### config.mk
export PLATFORM = sky130hd
export DESIGN_NAME = blk_sweep_bist
export DESIGN_NICKNAME = d
export VERILOG_FILES = /design/src/rtl/sweep_pkg.sv /design/src/rtl/sweep_ctrl.sv /design/src/rtl/sweep_chk.sv /design/src/rtl/blk_sweep_bist.sv
export SDC_FILE = /design/constraint.sdc
export NUM_CORES = 1
export LEC_CHECK = 0
export BUFFER_PORTS_ARGS = -buffer_cell sky130_fd_sc_hd__buf_4
export CAP_MARGIN = 5
export CORE_MARGIN = 2
export CORE_UTILIZATION = 45
export DETAILED_ROUTE_END_ITERATION = 16
export GPL_TIMING_DRIVEN = 0
export PLACE_DENSITY = 0.71
export SLEW_MARGIN = 20
export SYNTH_ARGS = -nofsm -noshare
export SYNTH_HDL_FRONTEND = slang
export SYNTH_HIERARCHICAL = 1
export SYNTH_SLANG_ARGS = --single-unit
### constraint.sdc
create_clock -name clk -period 2.6 [get_ports clk]
set_clock_uncertainty 0.1 [all_clocks]
set_input_delay 0.26 -clock clk [delete_from_list [all_inputs] [get_ports clk]]
set_output_delay 0.26 -clock clk [all_outputs]
set_load 0.02 [all_outputs]
### src/rtl/sweep_pkg.sv
package sweep_pkg;
  typedef enum logic [2:0] {
    ST_IDLE,
    ST_WREQ,
    ST_WDAT,
    ST_RREQ,
    ST_RDAT
  } sweep_st_e;
endpackage

### src/rtl/sweep_ctrl.sv
module sweep_ctrl
  import sweep_pkg::*;
#(
  parameter int MEM_BYTES   = 32768,
  parameter int BLOCK_BYTES = 1024,
  parameter int BURST_BYTES = 8,
  parameter int PASS_W      = 8,
  localparam int ADDR_W     = $clog2(MEM_BYTES),
  localparam int OFF_W      = $clog2(BLOCK_BYTES),
  localparam int BEAT_W     = $clog2(BURST_BYTES)
) (
  input  logic              clk,
  input  logic              rst_n,
  input  logic              start,
  input  logic [PASS_W-1:0] sweep_cnt,
  output logic              busy,
  output logic              done,
  output logic [PASS_W-1:0] pass_count,
  output logic              clr,
  output logic              mem_req,
  output logic              mem_we,
  output logic [ADDR_W-1:0] mem_addr,
  input  logic              mem_gnt,
  output logic [7:0]        mem_wdata,
  input  logic              mem_wready,
  input  logic              mem_rvalid,
  output logic              cmp_en,
  output logic [ADDR_W-1:0] cmp_addr,
  output logic [7:0]        cmp_exp
);
  localparam logic [ADDR_W-1:0] LAST_BASE = ADDR_W'(MEM_BYTES - BLOCK_BYTES);
  localparam logic [ADDR_W-1:0] BLK_STEP  = ADDR_W'(BLOCK_BYTES);

  sweep_st_e         st_q, st_d;
  logic [OFF_W-1:0]  off_q, off_d;
  logic [ADDR_W-1:0] base_q, base_d;
  logic [PASS_W-1:0] goal_q, goal_d;
  logic [PASS_W-1:0] pass_q, pass_d;
  logic              done_q, done_d;

  logic [ADDR_W-1:0] byte_addr;
  logic              beat_last, blk_last, mem_last;
  logic [PASS_W-1:0] pass_inc;

  assign byte_addr = base_q + ADDR_W'(off_q);
  assign beat_last = &off_q[BEAT_W-1:0];
  assign blk_last  = &off_q;
  assign mem_last  = (base_q == LAST_BASE);
  assign pass_inc  = pass_q + PASS_W'(1);

  always_comb begin
    st_d   = st_q;
    off_d  = off_q;
    base_d = base_q;
    goal_d = goal_q;
    pass_d = pass_q;
    done_d = done_q;
    clr    = 1'b0;
    unique case (st_q)
      ST_IDLE: begin
        if (start) begin
          clr    = 1'b1;
          done_d = 1'b0;
          pass_d = '0;
          base_d = '0;
          off_d  = '0;
          goal_d = (sweep_cnt == '0) ? PASS_W'(1) : sweep_cnt;
          st_d   = ST_WREQ;
        end
      end
      ST_WREQ: if (mem_gnt) st_d = ST_WDAT;
      ST_WDAT: begin
        if (mem_wready) begin
          off_d = off_q + OFF_W'(1);
          if (beat_last) st_d = blk_last ? ST_RREQ : ST_WREQ;
        end
      end
      ST_RREQ: if (mem_gnt) st_d = ST_RDAT;
      ST_RDAT: begin
        if (mem_rvalid) begin
          off_d = off_q + OFF_W'(1);
          if (beat_last) begin
            if (!blk_last) begin
              st_d = ST_RREQ;
            end else if (!mem_last) begin
              base_d = base_q + BLK_STEP;
              st_d   = ST_WREQ;
            end else begin
              base_d = '0;
              pass_d = pass_inc;
              if (pass_inc == goal_q) begin
                done_d = 1'b1;
                st_d   = ST_IDLE;
              end else begin
                st_d = ST_WREQ;
              end
            end
          end
        end
      end
      default: st_d = ST_IDLE;
    endcase
  end

  always_ff @(posedge clk or negedge rst_n) begin
    if (!rst_n) begin
      st_q   <= ST_IDLE;
      off_q  <= '0;
      base_q <= '0;
      goal_q <= '0;
      pass_q <= '0;
      done_q <= 1'b0;
    end else begin
      st_q   <= st_d;
      off_q  <= off_d;
      base_q <= base_d;
      goal_q <= goal_d;
      pass_q <= pass_d;
      done_q <= done_d;
    end
  end

  assign busy       = (st_q != ST_IDLE);
  assign done       = done_q;
  assign pass_count = pass_q;
  assign mem_req    = (st_q == ST_WREQ) || (st_q == ST_RREQ);
  assign mem_we     = (st_q == ST_WREQ);
  assign mem_addr   = byte_addr;
  assign mem_wdata  = 8'(off_q);
  assign cmp_en     = (st_q == ST_RDAT) && mem_rvalid;
  assign cmp_addr   = byte_addr;
  assign cmp_exp    = 8'(off_q);
endmodule

### src/rtl/sweep_chk.sv
module sweep_chk #(
  parameter int ADDR_W = 15,
  parameter int ERR_W  = 16
) (
  input  logic              clk,
  input  logic              rst_n,
  input  logic              clr,
  input  logic              cmp_en,
  input  logic [ADDR_W-1:0] cmp_addr,
  input  logic [7:0]        cmp_exp,
  input  logic [7:0]        cmp_act,
  output logic [ERR_W-1:0]  err_count,
  output logic              fail_valid,
  output logic [ADDR_W-1:0] fail_addr,
  output logic [7:0]        fail_exp,
  output logic [7:0]        fail_act
);
  localparam logic [ERR_W-1:0] ERR_MAX = '1;

  logic [ERR_W-1:0]  err_q, err_d;
  logic              fv_q, fv_d;
  logic [ADDR_W-1:0] fa_q, fa_d;
  logic [7:0]        fe_q, fe_d, fx_q, fx_d;
  logic              miss;

  assign miss = cmp_en && (cmp_exp != cmp_act);

  always_comb begin
    err_d = err_q;
    fv_d  = fv_q;
    fa_d  = fa_q;
    fe_d  = fe_q;
    fx_d  = fx_q;
    if (clr) begin
      err_d = '0;
      fv_d  = 1'b0;
      fa_d  = '0;
      fe_d  = '0;
      fx_d  = '0;
    end else if (miss) begin
      if (err_q != ERR_MAX) err_d = err_q + ERR_W'(1);
      if (!fv_q) begin
        fv_d = 1'b1;
        fa_d = cmp_addr;
        fe_d = cmp_exp;
        fx_d = cmp_act;
      end
    end
  end

  always_ff @(posedge clk or negedge rst_n) begin
    if (!rst_n) begin
      err_q <= '0;
      fv_q  <= 1'b0;
      fa_q  <= '0;
      fe_q  <= '0;
      fx_q  <= '0;
    end else begin
      err_q <= err_d;
      fv_q  <= fv_d;
      fa_q  <= fa_d;
      fe_q  <= fe_d;
      fx_q  <= fx_d;
    end
  end

  assign err_count  = err_q;
  assign fail_valid = fv_q;
  assign fail_addr  = fa_q;
  assign fail_exp   = fe_q;
  assign fail_act   = fx_q;
endmodule

### src/rtl/blk_sweep_bist.sv
module blk_sweep_bist #(
  parameter int MEM_BYTES   = 32768,
  parameter int BLOCK_BYTES = 1024,
  parameter int BURST_BYTES = 8,
  parameter int ERR_W       = 16,
  parameter int PASS_W      = 8,
  localparam int ADDR_W     = $clog2(MEM_BYTES),
  localparam int LEN_W      = $clog2(BURST_BYTES) + 1
) (
  input  logic              clk,
  input  logic              rst_n,
  input  logic              start,
  input  logic [PASS_W-1:0] sweep_cnt,
  output logic              busy,
  output logic              done,
  output logic [ERR_W-1:0]  err_count,
  output logic [PASS_W-1:0] pass_count,
  output logic              fail_valid,
  output logic [ADDR_W-1:0] fail_addr,
  output logic [7:0]        fail_exp,
  output logic [7:0]        fail_act,
  output logic              mem_req,
  output logic              mem_we,
  output logic [ADDR_W-1:0] mem_addr,
  output logic [LEN_W-1:0]  mem_len,
  input  logic              mem_gnt,
  output logic [7:0]        mem_wdata,
  input  logic              mem_wready,
  input  logic [7:0]        mem_rdata,
  input  logic              mem_rvalid
);
  logic              clr, cmp_en;
  logic [ADDR_W-1:0] cmp_addr;
  logic [7:0]        cmp_exp;

  assign mem_len = LEN_W'(BURST_BYTES);

  sweep_ctrl #(
    .MEM_BYTES(MEM_BYTES), .BLOCK_BYTES(BLOCK_BYTES),
    .BURST_BYTES(BURST_BYTES), .PASS_W(PASS_W)
  ) i_ctrl (
    .clk(clk), .rst_n(rst_n), .start(start), .sweep_cnt(sweep_cnt),
    .busy(busy), .done(done), .pass_count(pass_count), .clr(clr),
    .mem_req(mem_req), .mem_we(mem_we), .mem_addr(mem_addr),
    .mem_gnt(mem_gnt), .mem_wdata(mem_wdata), .mem_wready(mem_wready),
    .mem_rvalid(mem_rvalid), .cmp_en(cmp_en), .cmp_addr(cmp_addr),
    .cmp_exp(cmp_exp)
  );

  sweep_chk #(.ADDR_W(ADDR_W), .ERR_W(ERR_W)) i_chk (
    .clk(clk), .rst_n(rst_n), .clr(clr), .cmp_en(cmp_en),
    .cmp_addr(cmp_addr), .cmp_exp(cmp_exp), .cmp_act(mem_rdata),
    .err_count(err_count), .fail_valid(fail_valid), .fail_addr(fail_addr),
    .fail_exp(fail_exp), .fail_act(fail_act)
  );
endmodule

==> summary.md <==
| Metric | Value |
|---|---|
| Post-layout util | `59.1%` |
| Placed Area | `5680 um2` |
| Largest net degree at the start of global routing | `84` |
| Initial DRC count | `161` |
| Post-Place Setup Slack | `-0.288 ns` |
| Initial antenna violation count | `0` |
| F_max | `404 MHz` |
| Post-DP HPWL | `8220 um` |
| Crit path max fanout | `7` |
| Cells after synthesis | `510` |
| Die area | `11300 um2` |
| Critical path class | `reg2reg` |
| Share of layout cells above drive strength 1 | `31.5%` |
| Routed vias/inst | `5.21` |
| CTS Buf Count | `9` |
| Async S/R FF share, synth | `100%` |
| Num rows | `37` |
| Area grow syn2layout | `28.7%` |
| Pre-Repair DR Iteration Count | `5` |
| Slew at the pin closest to its max-slew limit | `0.755 ns` |
| Clk sink count | `83` |
| Antenna-violating nets left | `0` |
| Hold Path Class | `in2reg` |
| PwrDens | `726 nW/um2` |
| Post-Route WL | `11400 um` |
| DRC violations left | `0` |
| Post-route cell area | `6070 um2` |
| Non-filler cells, final | `777` |
| Leakage power | `3.14 nW` |
| Later-pin clock latency in the skew report | `0.36 ns` |
| Vias | `4050` |
| Post-synthesis sequential element count | `83` |
| Peak supply drop | `0.332 mV` |
| CTS tree | `built` |
| ANT cells | `0` |
| Worst setup EP type | `flip-flop` |
| Final min period | `2.47 ns` |
| IO Port Bufs | `104` |
| Max Slew Vio Count | `0` |
| Vias in the first global route | `3793` |
| Tcrit/Tclk final | `95.1%` |
| Startpoint Class | `flip-flop` |
| Fin Hold WS | `0.0564 ns` |
| RePlAce Congestion | `0.835` |
| Setup TNS | `0 ns` |
| GRT Util Overall | `20.3%` |
| DP Cell Count | `752` |
| Die H | `106 um` |
| Final WS setup | `0.128 ns` |
| Most common cell after layout, fill and taps aside | `buf_4` |
| Clock transition at path regs | `0.09 ns` |
| CTS root buf | `clkbuf_8` |
| Final setup viols | `0` |
| Ports | `109` |
| Die W | `106 um` |
| H-tree Lvls | `3` |
| Core Box Area | `10300 um2` |
| Final Hold Viols | `0` |
| Bufs on Longest Clock Path | `2` |
| Syn. warnings | `6` |
| Commonest non-fill, non-tap cells in the layout | `buf_4 (144), dfrtp_1 (77), nand2_1 (57)` |
| Initial core utilization | `45.9%` |
| MaxCap Viol Count | `0` |
| Rel. slew slack | `49.6%` |
| Post-synth EDFFs | `0` |
| Sequential area share after synthesis | `44.0%` |
| Total chip power | `4.41 mW` |
| Nets | `663` |
| Synth cell types | `63` |
| Leading register cell type out of synthesis | `dfrtp_1` |
| Arrival time of the worst setup path | `2.64 ns` |
| Syn Area/Cell | `9.26 um2` |
| Total congestion overflow | `0` |
| First-pass GRT wire length | `18300 um` |
| Synthesized area | `4720 um2` |
| Worst EP required | `2.76 ns` |
| Routed len/inst | `14.7 um` |
| Status | `finished, final reports clean` |
final cells by class:
type,instances,area [um2]
flip-flops and latches,83,2080
plain buffers,68,410
multi-input cells,349,2220
inverters,10,41.3
well taps,136,170
fillers,939,4200
repair buffers,115,887
clock buffers,10,128
clock inverters,6,136
state kept, by name (all words and copies together), names as in the netlist, 3 cells and up:
signal and flops:
i_chk/fail_exp 8, i_ctrl/goal_q 8, i_chk/err_count 16, i_chk/fail_act 8
i_ctrl/st_q 3, i_ctrl/base_q 5, i_ctrl/pass_count 8, i_chk/fail_addr 15
i_ctrl/off_q 10
critical path, stage by stage (launching register included):
cell     delay [ns]
dfrtp_2        0.38
ha_2           0.20
nand3_2        0.12
or4_4          0.48
o31a_1         0.26
or3_1          0.34
buf_2          0.18
o41ai_2        0.30
per-layer routing:
metal	up-vias	GRT usage, %	share of wire, %
li1	1993	-	-
met1	1921	26.9	44
met2	124	33.7	50
met3	12	2.88	4.5
met4	0	8.26	1.7
met5	-	0	0
path summary, 6_finish.rpt:
kind                       slack, ns        startpoint              endpoint  cells past startpoint
max                             0.13   i_ctrl/off_q[0]  i_ctrl/pass_count[6]                      7
max reg2reg                     0.13   i_ctrl/off_q[0]  i_ctrl/pass_count[6]                      7
min in group asynchronous       0.41             rst_n  i_ctrl/pass_count[4]                      2
min                             0.06      mem_rdata[6]     i_chk/fail_act[6]                      3
min reg2reg                     0.40  i_ctrl/goal_q[4]      i_ctrl/goal_q[4]                      2
max in group asynchronous       1.44             rst_n       i_ctrl/off_q[2]                      2
synth_stat cells, types with 8 or more instances:
cell type / count / share of area, %
o21ai_0: 37 / 3.9
o31ai_1: 14 / 2.2
nand4_1: 8 / 1.1
nor2_1: 49 / 3.9
nand3_1: 17 / 1.8
dfrtp_1: 83 / 44
inv_1: 9 / 0.72
buf_4: 38 / 6.0
clkbuf_1: 27 / 2.1
a21oi_1: 19 / 2.0
xnor2_1: 13 / 2.4
nand2_1: 57 / 4.5
mux2i_1: 32 / 6.8
kinds of logic after synthesis:
kind of cell               after synthesis  share of synthesized area [%]
muxes                                   34                           7.42
AOI/OAI and AO/OA                       97                           13.1
DFF                                     83                           44.0
xor gates and xnor gates                20                           3.71
adders and majority gates                5                           1.33
other                                    2                          0.159
buffers and inverters                   80                           9.51
and+or+nand+nor                        189                           20.8
report_power, final:
group	internal, mW	switching [mW]
combinational	0.630	0.946
clock	0.739	0.481
sequential	1.46	0.157
what timing repair did:
item / 4_1_cts / 5_1_grt
endpoints found under the hold margin: 7 / 83
hold buffers: 7 / 1
resized for setup: 5 / 16
endpoints found under the setup margin: 56 / 20
pin swaps: 1 / 2
buffers inserted: 2 / 1
(Power assumes the default switching activity.)
